==> src/rtl/cal_pkg.sv <==
package cal_pkg;

  localparam int TIME_W = 23;
  localparam int DATE_W = 24;

  // Increment a two-digit BCD value (00..99 -> next, 99 -> 00).
  function automatic logic [7:0] bcd8_inc(input logic [7:0] v);
    logic [7:0] r;
    if (v[3:0] == 4'd9) begin
      r[3:0] = 4'd0;
      r[7:4] = (v[7:4] == 4'd9) ? 4'd0 : v[7:4] + 4'd1;
    end else begin
      r[3:0] = v[3:0] + 4'd1;
      r[7:4] = v[7:4];
    end
    return r;
  endfunction

  // Two-digit BCD to binary.
  function automatic logic [7:0] bcd8_to_bin(input logic [7:0] v);
    logic [7:0] tens;
    tens = {4'd0, v[7:4]};
    return (tens * 8'd10) + {4'd0, v[3:0]};
  endfunction

  // Leap rule valid across 2000..2099.
  function automatic logic year_is_leap(input logic [7:0] yr_bcd);
    logic [7:0] b;
    b = bcd8_to_bin(yr_bcd);
    return (b[1:0] == 2'b00);
  endfunction

  // Last day of a month, in BCD.
  function automatic logic [5:0] month_last_day(input logic [4:0] mon,
                                                input logic [7:0] yr_bcd);
    logic [5:0] d;
    case (mon)
      5'h02:                      d = year_is_leap(yr_bcd) ? 6'h29 : 6'h28;
      5'h04, 5'h06, 5'h09, 5'h11: d = 6'h30;
      default:                    d = 6'h31;
    endcase
    return d;
  endfunction

endpackage

==> src/rtl/cal_prescaler.sv <==
module cal_prescaler #(
  parameter int A_W = 7,
  parameter int S_W = 15
) (
  input  logic           clk,
  input  logic           rst_n,
  input  logic           freeze,
  input  logic [A_W-1:0] div_a,
  input  logic [S_W-1:0] div_s,
  output logic           tick
);

  logic [A_W-1:0] a_q;
  logic [S_W-1:0] s_q;
  logic           a_wrap;
  logic           s_wrap;

  assign a_wrap = (a_q == div_a);
  assign s_wrap = (s_q == div_s);
  assign tick   = !freeze && a_wrap && s_wrap;

  always_ff @(posedge clk or negedge rst_n) begin
    if (!rst_n) begin
      a_q <= '0;
      s_q <= '0;
    end else if (freeze) begin
      a_q <= '0;
      s_q <= '0;
    end else if (a_wrap) begin
      a_q <= '0;
      s_q <= s_wrap ? '0 : s_q + 1'b1;
    end else begin
      a_q <= a_q + 1'b1;
    end
  end

  // frozen prescaler restarts from zero
  a_r3_frozen_cleared: assert property (@(posedge clk) disable iff (!rst_n)
    freeze |=> (a_q == '0 && s_q == '0));

  // second stage advances only when the first stage wraps
  a_r2_sync_waits: assert property (@(posedge clk) disable iff (!rst_n)
    (!freeze && !a_wrap) |=> (s_q == $past(s_q)));

endmodule

==> src/rtl/cal_time_chain.sv <==
module cal_time_chain
  import cal_pkg::*;
(
  input  logic              clk,
  input  logic              rst_n,
  input  logic              freeze,
  input  logic              tick,
  input  logic              hour12,
  input  logic              ld,
  input  logic [TIME_W-1:0] ld_val,
  output logic [TIME_W-1:0] time_q,
  output logic              day_carry
);

  logic [6:0] sec, mins;
  logic [5:0] hr;
  logic       pm;
  logic       sec_wrap, min_wrap, hr_last;
  logic [6:0] sec_n, min_n;
  logic [5:0] hr_n;
  logic       pm_n;
  logic [7:0] sec_inc, min_inc, hr_inc;

  assign sec = time_q[6:0];
  assign mins = time_q[14:8];
  assign hr  = time_q[21:16];
  assign pm  = time_q[22];

  assign sec_wrap = (sec == 7'h59);
  assign min_wrap = (mins == 7'h59);
  assign hr_last  = hour12 ? (hr == 6'h11 && pm) : (hr == 6'h23);
  assign day_carry = tick && sec_wrap && min_wrap && hr_last;

  assign sec_inc = bcd8_inc({1'b0, sec});
  assign min_inc = bcd8_inc({1'b0, mins});
  assign hr_inc  = bcd8_inc({2'b00, hr});

  always_comb begin
    sec_n = sec_wrap ? 7'h00 : sec_inc[6:0];
    min_n = mins;
    hr_n  = hr;
    pm_n  = pm;
    if (sec_wrap) begin
      min_n = min_wrap ? 7'h00 : min_inc[6:0];
      if (min_wrap) begin
        if (hour12) begin
          if (hr == 6'h12) begin
            hr_n = 6'h01;
          end else if (hr == 6'h11) begin
            hr_n = 6'h12;
            pm_n = !pm;
          end else begin
            hr_n = hr_inc[5:0];
          end
        end else begin
          hr_n = (hr == 6'h23) ? 6'h00 : hr_inc[5:0];
        end
      end
    end
  end

  always_ff @(posedge clk or negedge rst_n) begin
    if (!rst_n) begin
      time_q <= '0;
    end else if (freeze) begin
      if (ld) time_q <= ld_val;
    end else if (tick) begin
      time_q <= {pm_n, hr_n, 1'b0, min_n, 1'b0, sec_n};
    end
  end

  // running and no tick means the word holds, loads included
  a_r4_time_hold: assert property (@(posedge clk) disable iff (!rst_n)
    (!freeze && !tick) |=> $stable(time_q));

  // seconds wrap after 59
  a_r5_sec_wrap: assert property (@(posedge clk) disable iff (!rst_n)
    (tick && sec == 7'h59) |=> (time_q[6:0] == 7'h00));

  // midnight in 24-hour format clears the hours
  a_r6_midnight: assert property (@(posedge clk) disable iff (!rst_n)
    (day_carry && !hour12) |=> (time_q[21:16] == 6'h00));

endmodule

==> src/rtl/cal_date_chain.sv <==
module cal_date_chain
  import cal_pkg::*;
(
  input  logic              clk,
  input  logic              rst_n,
  input  logic              freeze,
  input  logic              day_inc,
  input  logic              ld,
  input  logic [DATE_W-1:0] ld_val,
  output logic [DATE_W-1:0] date_q
);

  logic [5:0] day;
  logic [4:0] mon;
  logic [2:0] wd;
  logic [7:0] yr;
  logic [5:0] last_day;
  logic       at_end, mon_end;
  logic [5:0] day_n;
  logic [4:0] mon_n;
  logic [2:0] wd_n;
  logic [7:0] yr_n;
  logic [7:0] day_inc8, mon_inc8;

  assign day = date_q[5:0];
  assign mon = date_q[12:8];
  assign wd  = date_q[15:13];
  assign yr  = date_q[23:16];

  assign last_day = month_last_day(mon, yr);
  assign at_end   = (day == last_day);
  assign mon_end  = (mon == 5'h12);
  assign day_inc8 = bcd8_inc({2'b00, day});
  assign mon_inc8 = bcd8_inc({3'b000, mon});

  always_comb begin
    day_n = day_inc8[5:0];
    mon_n = mon;
    yr_n  = yr;
    wd_n  = (wd == 3'd7) ? 3'd1 : wd + 3'd1;
    if (at_end) begin
      day_n = 6'h01;
      if (mon_end) begin
        mon_n = 5'h01;
        yr_n  = bcd8_inc(yr);
      end else begin
        mon_n = mon_inc8[4:0];
      end
    end
  end

  always_ff @(posedge clk or negedge rst_n) begin
    if (!rst_n) begin
      date_q <= '0;
    end else if (freeze) begin
      if (ld) date_q <= ld_val;
    end else if (day_inc) begin
      date_q <= {yr_n, wd_n, mon_n, 2'b00, day_n};
    end
  end

  // date holds between day steps, loads included
  a_r4_date_hold: assert property (@(posedge clk) disable iff (!rst_n)
    (!freeze && !day_inc) |=> $stable(date_q));

  // weekday 7 is followed by 1
  a_r10_wday_wrap: assert property (@(posedge clk) disable iff (!rst_n)
    (day_inc && wd == 3'd7) |=> (date_q[15:13] == 3'd1));

  // year 99 rolls to 00
  a_r11_year_wrap: assert property (@(posedge clk) disable iff (!rst_n)
    (day_inc && at_end && mon_end && yr == 8'h99) |=> (date_q[23:16] == 8'h00));

endmodule

==> src/rtl/bcd_calendar_core.sv <==
module bcd_calendar_core
  import cal_pkg::*;
#(
  parameter int A_W = 7,
  parameter int S_W = 15
) (
  input  logic              clk,
  input  logic              rst_n,
  input  logic              freeze,
  input  logic [A_W-1:0]    div_async,
  input  logic [S_W-1:0]    div_sync,
  input  logic              hour12,
  input  logic              load_time,
  input  logic [TIME_W-1:0] time_wdata,
  input  logic              load_date,
  input  logic [DATE_W-1:0] date_wdata,
  output logic [TIME_W-1:0] time_q,
  output logic [DATE_W-1:0] date_q,
  output logic              sec_tick
);

  logic day_carry;

  cal_prescaler #(.A_W(A_W), .S_W(S_W)) u_pre (
    .clk   (clk),
    .rst_n (rst_n),
    .freeze(freeze),
    .div_a (div_async),
    .div_s (div_sync),
    .tick  (sec_tick)
  );

  cal_time_chain u_time (
    .clk      (clk),
    .rst_n    (rst_n),
    .freeze   (freeze),
    .tick     (sec_tick),
    .hour12   (hour12),
    .ld       (load_time),
    .ld_val   (time_wdata),
    .time_q   (time_q),
    .day_carry(day_carry)
  );

  cal_date_chain u_date (
    .clk    (clk),
    .rst_n  (rst_n),
    .freeze (freeze),
    .day_inc(day_carry),
    .ld     (load_date),
    .ld_val (date_wdata),
    .date_q (date_q)
  );

  // the calendar never steps while frozen
  a_r3_no_step_frozen: assert property (@(posedge clk) disable iff (!rst_n)
    (freeze && !load_time && !load_date) |=> ($stable(time_q) && $stable(date_q)));

endmodule

==> config.mk <==
export PLATFORM = sky130hd
export DESIGN_NAME = bcd_calendar_core
export DESIGN_NICKNAME = d
export VERILOG_FILES = /design/src/rtl/cal_pkg.sv /design/src/rtl/cal_prescaler.sv /design/src/rtl/cal_time_chain.sv /design/src/rtl/cal_date_chain.sv /design/src/rtl/bcd_calendar_core.sv
export SDC_FILE = /design/constraint.sdc
export NUM_CORES = 1
export LEC_CHECK = 0
export BUFFER_PORTS_ARGS = -buffer_cell sky130_fd_sc_hd__buf_2
export CAP_MARGIN = 10
export CORE_UTILIZATION = 50
export DETAILED_ROUTE_END_ITERATION = 16
export GPL_ROUTABILITY_DRIVEN = 0
export HOLD_SLACK_MARGIN = 0.15
export PLACE_DENSITY = 0.79
export SLEW_MARGIN = 10
export SYNTH_ARGS = -nofsm -noshare
export SYNTH_HDL_FRONTEND = slang
export SYNTH_SLANG_ARGS = --single-unit
==> constraint.sdc <==
create_clock -name clk -period 3.4 [get_ports clk]
set_clock_uncertainty 0.2 [all_clocks]
set_input_delay 0.17 -clock clk [delete_from_list [all_inputs] [get_ports clk]]
set_output_delay 0.17 -clock clk [all_outputs]
set_load 0.05 [all_outputs]
==> flow_metrics.py, run 1 <==
metrics = {
    "status": {
        "outcome": "complete, no violations",
    },
    "sta": {
        "layout_min_cycle_time_ns": 3.16,
        "worst_pin_slew_ns": 0.795,
        "tns_ns": 0,
        "hold_viol": 0,
        "fmax_mhz": 316,
        "timing.final.ws_setup_ns": 0.236,
        "setup_viol": 0,
        "period_share_pct": 93.1,
        "rsz0062_at_grt": "no",
        "slew_violations": 0,
        "slew_headroom_pct": 46.8,
    },
    "final_layout": {
        "syn_to_final_growth_pct": 32.0,
        "n_fill_cell": 685,
        "antenna_cells": 0,
        "fin_nets": 777,
        "design_area_sq_mm": 0.00599,
        "final-instance-count-excl-fill": 796,
        "regArea_sq_mm": 0.00173,
        "final_cell_mix": "122 x buf_2, 69 x dfrtp_1, 54 x dlygate4sd3_1",
        "multi_input_area_sq_mm": 0.00266,
        "final_common_cell": "buf_2",
        "drive_above_1_share_pct": 23.0,
    },
    "synth": {
        "synthesis.yosys.warnings": 0,
        "synth_fp_nets": 604,
        "ys_types": 66,
        "syn_inst": 511,
        "avgSynthCellArea_sq_um": 8.89,
        "syn_area_sq_mm": 0.00454,
        "synth_edf_count": 0,
        "ys_async_sr_fraction_pct": 100,
        "ys_ff_latch": 69,
        "ys_seq_area_share_pct": 38.0,
        "synth-main-ff-cell": "dfrtp_1",
    },
    "critical_path": {
        "timing.rr.end": "u_date.date_q[6]",
        "crit_required_ns": 3.43,
        "end_kind": "flip-flop",
        "ff2ff_path_depth": 8,
        "cp_data_arrival_time_ns": 3.19,
        "regToRegSetupSlack_ns": 0.24,
        "cp_max_fo": 12,
        "r2r_start": "u_time.time_q[21]",
        "critPathLaunchType": "flip-flop",
        "path_class": "flip-flop to flip-flop",
    },
    "placed_design": {
        "dp_cells": 727,
        "dp_hpwl_mm": 8.75,
        "pre_cts_ws_ns": 0.538,
        "place_area_sq_mm": 0.00526,
        "io_buffers": 122,
    },
    "min_path": {
        "worstHoldPathCells": 4,
        "holdPathEnd": "u_time.time_q[15]",
        "hp-start": "load_time",
        "min_path_type": "input port to flip-flop",
    },
    "clock_network": {
        "htreeDepth": 3,
        "cts_max_path_buffers": 2,
        "ctsResizeCount": 0,
        "cts_tree": "yes",
        "clk_pin_slew_worst_paths_ns": 0.07,
        "clk_latency_ns": 0.34,
        "cts_root_buffer": "clkbuf_8",
        "clock_sinks": 69,
        "cts_made_buffers": 9,
    },
    "power_and_ir_drop": {
        "p_leak_nw": 2.89,
        "power.density_mw_per_mm2": 541,
        "vdd_drop_max_v": 0.000350,
    },
    "global_route": {
        "grt_overflow": 0,
        "grt_max_degree": 43,
        "antenna_found_initial": 0,
        "grt_pass1_vias": 4618,
        "grt_pass1_wl_mm": 21.9,
        "grtUsageTotal_pct": 27.9,
    },
    "floorplanning": {
        "die_area_sq_mm": 0.00947,
        "start_util_pct": 51.8,
        "io_pins": 123,
        "die_w_um": 97.3,
        "num_rows": 34,
        "die_h_um": 97.3,
        "fp.coreArea_sq_mm": 0.00876,
    },
    "routing": {
        "routed-via-count": 4730,
        "wire_per_inst_um": 16.2,
        "first_pass_iters": 4,
        "routed_via_density": 5.94,
        "drt_first_iter_violations": 203,
        "wl_mm": 12.9,
        "drc": 0,
        "drtAntennaViolNets": 0,
    },
    "flow_run": {
        "max_cap_viol_count": 0,
    },
}
[metrics by stage]
stage,utilization [%],hold slack [ns],power (W)
6_report,68.4,0.166,0.00324
5_1_grt,68.4,0.197,0.00340
4_1_cts,68.4,0.153,0.00322
3_5_place_dp,60.0,0.0590,0.00248
3_3_place_gp,60.0,0.0508,0.00244
2_1_floorplan,-,-0.326,0.00212
[what timing repair did]
| item | CTS | global route |
|---|---|---|
| hold endpoints to repair | 75 | 0 |
| endpoints found under the setup margin | 0 | 0 |
| buffers inserted | 0 | 0 |
| hold buffers | 54 | 0 |
[logic make-up (layout without fill, tap and decap cells)]
logic type | Yosys count | count (layout) | synth area share [%]
AOI/OAI and AO/OA | 157 | 157 | 23.5
DFF | 69 | 69 | 38.0
muxes | 14 | 14 | 3.33
and+or+nand+nor | 183 | 183 | 21.0
xor gates and xnor gates | 30 | 30 | 5.79
buffers and inverters | 40 | 217 | 3.42
adders and majority gates | 18 | 18 | 4.96
[cell usage after synthesis, drive strengths merged (5+ instances only)]
cell type / instances / area, sq um
dfrtp: 69 / 1730
and2: 6 / 37.5
xor2: 18 / 158
a21oi: 32 / 160
nand2b: 5 / 31.3
o21ai: 42 / 214
inv: 18 / 67.6
clkbuf: 19 / 71.3
nor2: 35 / 131
a22o: 9 / 78.8
o2bb2ai: 7 / 61.3
nor3b: 6 / 45.0
xnor2: 12 / 105
a21o: 10 / 75.1
mux2i: 5 / 50.1
nand4: 6 / 37.5
nor4: 8 / 65.1
a31oi: 10 / 62.6
nor2b: 12 / 75.1
nand2: 44 / 165
o31ai: 7 / 66.3
nor3: 15 / 75.1
and3: 12 / 75.1
mux2: 9 / 101
nand3: 21 / 105
ha: 18 / 225
[worst max-delay path, cell delays in order, from the launching register on]
cell	delay, ns
dfrtp_1	0.41
inv_1	0.09
ha_1	0.16
nor4bb_1	0.50
nand3_1	0.15
a2111o_1	0.43
o21a_1	0.33
a22o_1	0.23
dlygate4sd3_1	0.55
[flip-flops by register name, indices dropped and copies added (netlist names)]
signal / cells
u_date.date_q: 24
u_pre.a_q: 7
u_pre.s_q: 15
u_time.time_q: 23
[how the worst max path moves through the flow]
stage / slack, ns / end / start / cells after the start
2_1_floorplan: 0.48 / u_date.date_q[20] / u_date.date_q[8] / 7
3_3_place_gp: 0.63 / u_date.date_q[20] / u_date.date_q[8] / 6
3_5_place_dp: 0.54 / u_date.date_q[20] / u_date.date_q[8] / 6
4_1_cts: 0.28 / u_date.date_q[7] / u_time.time_q[21] / 8
5_1_grt: 0.13 / u_date.date_q[6] / u_time.time_q[21] / 8
6_report: 0.24 / u_date.date_q[6] / u_time.time_q[21] / 8
[per-layer routing]
layer	vias up	part of all wire [%]	track usage (%)
met5	-	0	0
li1	2233	-	-
met1	2249	43	36.7
met2	203	48	45.7
met4	0	2.8	11.3
met3	45	7.0	5.04
[where the power goes]
| part | internal (W) | total (W) | switching (W) |
|---|---|---|---|
| Sequential | 0.000958 | 0.00120 | 0.000239 |
| Clock | 0.000377 | 0.000687 | 0.000310 |
| Combinational | 0.000448 | 0.00136 | 0.000908 |
| Total | 0.00178 | 0.00324 | 0.00146 |
[layout make-up]
cell class	instances	area share, %
clock buffers	14	2.71
clock inverters	1	0.501
inverters	18	1.13
multi-input cells	402	44.4
flip-flops and latches	69	28.8
well taps	108	2.25
repair buffers	184	20.2
Power figures use the tool's default switching activity.
==> inputs of run 2 (changes only) <==
--- a/config.mk
+++ b/config.mk
@@ -7,11 +7,11 @@
 export LEC_CHECK = 0
 export BUFFER_PORTS_ARGS = -buffer_cell sky130_fd_sc_hd__buf_2
 export CAP_MARGIN = 10
-export CORE_UTILIZATION = 50
+export CORE_UTILIZATION = 53
 export DETAILED_ROUTE_END_ITERATION = 16
 export GPL_ROUTABILITY_DRIVEN = 0
 export HOLD_SLACK_MARGIN = 0.15
-export PLACE_DENSITY = 0.79
+export PLACE_DENSITY_LB_ADDON = 0.1
 export SLEW_MARGIN = 10
 export SYNTH_ARGS = -nofsm -noshare
 export SYNTH_HDL_FRONTEND = slang
==> run 2 against run 1 <==
Critical path depth stayed put. Count of clock-buffer cells in the layout shrank 4. Combinational power barely moved. Flip-flop and latch count unchanged. Highest routed layer unchanged. Register-to-register slack about the same. Sequential power hardly changed. Worst hold slack got worse by 0.00074 ns. Total power rose by 1.7%. Sequential share of layout area about the same. Design area is 0.15% higher. Global-route usage increased by 1.5 points. Routed wire length down 0.65%.
==> flow_metrics.py, run 2 (same netlist as run 1, synthesis figures left out) <==
metrics = {
    "critical_path": {
        "cp_data_arrival_time_ns": 3.18,
        "path_class": "flip-flop to flip-flop",
        "end_kind": "flip-flop",
        "critPathSlowestCell": "dlygate4sd3_1",
        "slowest_delay_ns": 0.56,
        "path_cells": "inv_1 -> ha_1 -> nor4bb_1 -> nand3_1 -> a2111o_1 -> o21a_1 -> a22o_1 -> dlygate4sd3_1",
        "worstSetupStartpoint": "u_time.time_q[21]",
        "cp_max_fo": 12,
        "crit_required_ns": 3.42,
        "r2r_start": "u_time.time_q[21]",
        "critPathLaunchType": "flip-flop",
    },
    "global_route": {
        "grt_max_degree": 48,
        "grt_overflow": 0,
        "grtUsageTotal_pct": 29.4,
        "grt_pass1_vias": 4350,
        "grt_pass1_wl_mm": 20.6,
        "antenna_found_initial": 0,
    },
    "floorplanning": {
        "die_w_um": 94.6,
        "num_rows": 33,
        "io_pins": 123,
        "die_h_um": 94.6,
        "fp.coreArea_sq_mm": 0.00826,
        "start_util_pct": 55.0,
        "die_area_sq_mm": 0.00894,
    },
    "sta": {
        "period_share_pct": 92.9,
        "holdWs_ns": 0.165,
        "slew_violations": 0,
        "rsz0062_at_grt": "no",
        "hold_viol": 0,
        "slew_headroom_pct": 50.0,
        "fmax_mhz": 317,
        "tns_ns": 0,
        "layout_min_cycle_time_ns": 3.16,
        "worst_pin_slew_ns": 0.740,
        "setup_viol": 0,
        "timing.final.ws_setup_ns": 0.241,
    },
    "clock_network": {
        "ctsResizeCount": 0,
        "clk_pin_slew_worst_paths_ns": 0.08,
        "htreeDepth": 3,
        "cts_max_path_buffers": 2,
        "cts_made_buffers": 9,
        "clock_sinks": 69,
        "cts_tree": "yes",
        "cts_root_buffer": "clkbuf_8",
        "clk_latency_ns": 0.34,
        "post_cts_buffers": 0,
    },
    "placed_design": {
        "dp_hpwl_mm": 8.55,
        "io_buffers": 122,
        "pre_cts_ws_ns": 0.492,
        "place_area_sq_mm": 0.00526,
    },
    "routing": {
        "drt_first_iter_violations": 293,
        "routed_via_density": 5.78,
        "first_pass_iters": 5,
        "drtAntennaViolNets": 0,
        "wire_per_inst_um": 16.2,
        "routed-via-count": 4584,
        "wl_mm": 12.8,
        "drc": 0,
    },
    "final_layout": {
        "design_area_sq_mm": 0.00600,
        "n_fill_cell": 630,
        "syn_to_final_growth_pct": 32.1,
        "top_regs": "u_date.date_q: 24 flops, u_time.time_q: 23 flops, u_pre.s_q: 15 flops",
        "multi_input_area_sq_mm": 0.00266,
        "fin_nets": 776,
        "drive_above_1_share_pct": 23.4,
        "largest_register_ffs": 24,
        "top_register": "u_date.date_q",
        "regArea_sq_mm": 0.00173,
        "antenna_cells": 0,
        "final_cell_mix": "122 x buf_2, 69 x dfrtp_1, 53 x dlygate4sd3_1",
        "final_common_cell": "buf_2",
    },
    "power_and_ir_drop": {
        "vdd_drop_max_v": 0.000339,
        "power.density_mw_per_mm2": 549,
        "p_leak_nw": 2.90,
        "power_w": 0.00330,
    },
    "status": {
        "outcome": "complete, no violations",
    },
    "min_path": {
        "min_path_type": "input port to flip-flop",
        "hp-start": "freeze",
    },
    "flow_run": {
        "max_cap_viol_count": 0,
    },
}
run 2: layer usage:
layer	share of wire, %	GRT usage, %	up-vias
li1	-	-	2224
met1	45	39.2	2170
met2	48	49.2	170
met3	5.5	4.83	20
met4	1.6	8.59	0
met5	0	0	-
run 2: cell type report:
| cell class | count | area share, % |
|---|---|---|
| multi-input combinational | 402 | 44.3 |
| clock buffer | 10 | 2.13 |
| timing repair buffer | 183 | 20.0 |
| clock inverter | 6 | 1.46 |
| tap | 105 | 2.19 |
| sequential | 69 | 28.8 |
| inverter | 18 | 1.13 |
run 2: metrics by stage:
step / util, % / instances
floorplan: - / 511
global placement: 63.7 / 724
detailed placement: 63.7 / 724
CTS: 72.7 / 793
global route: 72.7 / 793
finish: 72.7 / 793
run 2: power breakdown:
| part | switching, W | internal (W) |
|---|---|---|
| Sequential | 0.000238 | 0.000957 |
| Combinational | 0.000906 | 0.000442 |
| Clock | 0.000339 | 0.000414 |
| Total | 0.00148 | 0.00181 |
run 2: final timing paths:
check                                         end  slack [ns]  cells after the start
worst max-delay path             u_date.date_q[6]        0.24                      8
worst min-delay path             u_time.time_q[9]        0.17                      2
worst max register to register   u_date.date_q[6]        0.24                      8
worst min register to register  u_time.time_q[15]        0.31                      2
max in group asynchronous            u_pre.a_q[2]        1.35                      4
min in group asynchronous       u_time.time_q[19]        0.62                      3
run 2: repair_timing:
item	CTS	global route
hold endpoints to repair	69	0
endpoints found under the setup margin	0	0
hold buffers	53	0
run 2: critical path, delay by kind of cell, from the launching register on:
family	cells	cell delay [ns]
fa+ha+maj	1	0.15
buf+inv	2	0.64
flops	1	0.41
simple gates	2	0.59
compound gates	3	1.05
==> inputs of run 3 (changes only) <==
--- a/config.mk
+++ b/config.mk
@@ -12,6 +12,7 @@
 export GPL_ROUTABILITY_DRIVEN = 0
 export HOLD_SLACK_MARGIN = 0.15
 export PLACE_DENSITY_LB_ADDON = 0.1
+export REMOVE_ABC_BUFFERS = 1
 export SLEW_MARGIN = 10
 export SYNTH_ARGS = -nofsm -noshare
 export SYNTH_HDL_FRONTEND = slang
==> run 3 against run 2 <==
Sequential power is essentially flat. Flip-flop and latch count unchanged. Count of clock-buffer cells in the layout unchanged. Final cell count decreased by 0.13%. Register-to-register slack hardly changed. Global-route usage is 0.12 points higher. Maximum frequency increased by 0.47%.
==> flow_metrics.py, run 3 (same netlist as run 1, synthesis figures left out) <==
metrics = {
    "global_route": {
        "grt_pass1_wl_mm": 20.4,
        "grt_overflow": 0,
        "grt_max_degree": 46,
        "grt_pass1_vias": 4405,
        "antenna_found_initial": 0,
        "grtUsageTotal_pct": 29.5,
    },
    "clock_network": {
        "post_cts_buffers": 0,
        "cts_root_buffer": "clkbuf_8",
        "clk_pin_slew_worst_paths_ns": 0.08,
        "ctsResizeCount": 0,
        "cts_made_buffers": 9,
        "clk_latency_ns": 0.35,
        "clock_sinks": 69,
        "holdBufCountCts": 51,
        "cts_tree": "yes",
        "htreeDepth": 3,
        "cts_max_path_buffers": 2,
    },
    "sta": {
        "setup_viol": 0,
        "fmax_mhz": 318,
        "tns_ns": 0,
        "slew_headroom_pct": 45.0,
        "holdWs_ns": 0.172,
        "period_share_pct": 92.5,
        "layout_min_cycle_time_ns": 3.14,
        "hold_viol": 0,
        "worst_pin_slew_ns": 0.826,
        "slew_violations": 0,
        "rsz0062_at_grt": "no",
    },
    "power_and_ir_drop": {
        "p_leak_nw": 2.91,
        "power_switching_w": 0.00147,
        "vdd_drop_max_v": 0.000315,
        "p_int_w": 0.00183,
        "power.density_mw_per_mm2": 549,
        "seq_power_share_pct": 35.8,
        "power_w": 0.00330,
        "clockPowerShare_pct": 23.4,
        "swShare_pct": 44.5,
        "p_comb_share_pct": 40.8,
    },
    "floorplanning": {
        "io_pins": 123,
        "fp.coreArea_sq_mm": 0.00826,
        "num_rows": 33,
        "die_w_um": 94.6,
        "die_h_um": 94.6,
        "start_util_pct": 55.0,
        "die_area_sq_mm": 0.00894,
    },
    "final_layout": {
        "antenna_cells": 0,
        "drive_above_1_share_pct": 23.7,
        "syn_to_final_growth_pct": 32.3,
        "largest_register_ffs": 24,
        "final_cell_mix": "122 x buf_2, 69 x dfrtp_1, 51 x dlygate4sd3_1",
        "final_common_cell": "buf_2",
        "top_register": "u_date.date_q",
        "finalCoreUtilization_pct": 72.8,
        "n_fill_cell": 637,
        "fin_nets": 775,
        "top_regs": "u_date.date_q: 24 flops, u_time.time_q: 23 flops, u_pre.s_q: 15 flops",
    },
    "critical_path": {
        "r2r_start": "u_time.time_q[21]",
        "cp_max_fo": 12,
        "timing.rr.end": "u_date.date_q[6]",
        "path_class": "flip-flop to flip-flop",
        "regToRegSetupSlack_ns": 0.26,
        "ff2ff_path_depth": 8,
        "critPathLaunchType": "flip-flop",
        "cp_data_arrival_time_ns": 3.18,
        "end_kind": "flip-flop",
        "crit_required_ns": 3.44,
    },
    "routing": {
        "drt_first_iter_violations": 252,
        "routed-via-count": 4557,
        "wire_per_inst_um": 15.8,
        "routed_via_density": 5.75,
        "first_pass_iters": 4,
        "drc": 0,
        "wl_mm": 12.5,
        "drtAntennaViolNets": 0,
    },
    "min_path": {
        "min_path_type": "input port to flip-flop",
        "holdPathEnd": "u_time.time_q[19]",
        "hp-start": "freeze",
        "worstHoldPathCells": 4,
    },
    "placed_design": {
        "dp_hpwl_mm": 8.59,
        "io_buffers": 122,
    },
    "status": {
        "outcome": "complete, no violations",
    },
    "flow_run": {
        "max_cap_viol_count": 0,
    },
}
run 3: changes by cell type in the layout (fill, tap and decap cells not counted):
cell / before / now
dlygate4sd3_1: 53 / 51
buf_12: 0 / 1
clkbuf_1: 1 / 0
clkbuf_8: 9 / 10
clkinv_4: 2 / 1
clkinvlp_4: 0 / 1
run 3: how the worst max path moves through the flow:
stage / start / endpoint / slack (ns) / depth (start not counted)
2_1_floorplan: u_time.time_q[20] / u_date.date_q[20] / 0.33 / 7
3_3_place_gp: u_time.time_q[21] / u_date.date_q[20] / 0.54 / 8
3_5_place_dp: u_time.time_q[21] / u_date.date_q[22] / 0.47 / 8
4_1_cts: u_time.time_q[21] / u_date.date_q[6] / 0.26 / 8
5_1_grt: u_time.time_q[21] / u_date.date_q[6] / 0.002 / 8
6_report: u_time.time_q[21] / u_date.date_q[6] / 0.26 / 8
run 3: area by class of cell:
| class | count | area [sq um] | share of cell area (%) |
|---|---|---|---|
| Clock buffer | 10 | 138 | 2.29 |
| Clock inverter | 6 | 86.3 | 1.44 |
| Inverter | 18 | 67.6 | 1.12 |
| Multi-Input combinational cell | 402 | 2660 | 44.3 |
| Sequential cell | 69 | 1730 | 28.7 |
| Tap cell | 105 | 131 | 2.19 |
| Timing Repair Buffer | 182 | 1200 | 20.0 |
run 3: power by group through the flow:
stage | sequential [W] | clock (W) | combinational (W)
2_1_floorplan | 0.00163 | 0 | 0.000467
3_3_place_gp | 0.00118 | 0 | 0.00126
5_1_grt | 0.00122 | 0.000814 | 0.00145
3_5_place_dp | 0.00119 | 0 | 0.00129
6_report | 0.00118 | 0.000771 | 0.00135
4_1_cts | 0.00118 | 0.000776 | 0.00134
run 3: metal layers:
metal | routed length (um) | part of all wire (%) | vias to the layer above | track usage (%)
li1 | - | - | 2227 | -
met1 | 5370 | 43 | 2147 | 36.8
met2 | 6170 | 49 | 151 | 49.6
met3 | 635 | 5.1 | 32 | 5.39
met4 | 342 | 2.7 | 0 | 13.6
met5 | 0 | 0 | - | 0
run 3: worst max-delay path, cell delays in order (launching register included):
cell	delay, ns
dfrtp_1	0.41
inv_1	0.08
ha_1	0.16
nor4bb_1	0.48
nand3_1	0.13
a2111o_1	0.42
o21a_1	0.35
a22o_1	0.24
dlygate4sd3_1	0.55
run 3: metrics by stage:
step / cells / setup WS, ns / cell area, sq um
6_report: 792 / 0.255 / 6010
5_1_grt: 792 / 0.00171 / 6010
4_1_cts: 792 / 0.256 / 6010
3_5_place_dp: 725 / 0.472 / 5280
3_3_place_gp: 725 / 0.536 / 5280
2_1_floorplan: 489 / 0.326 / 4450
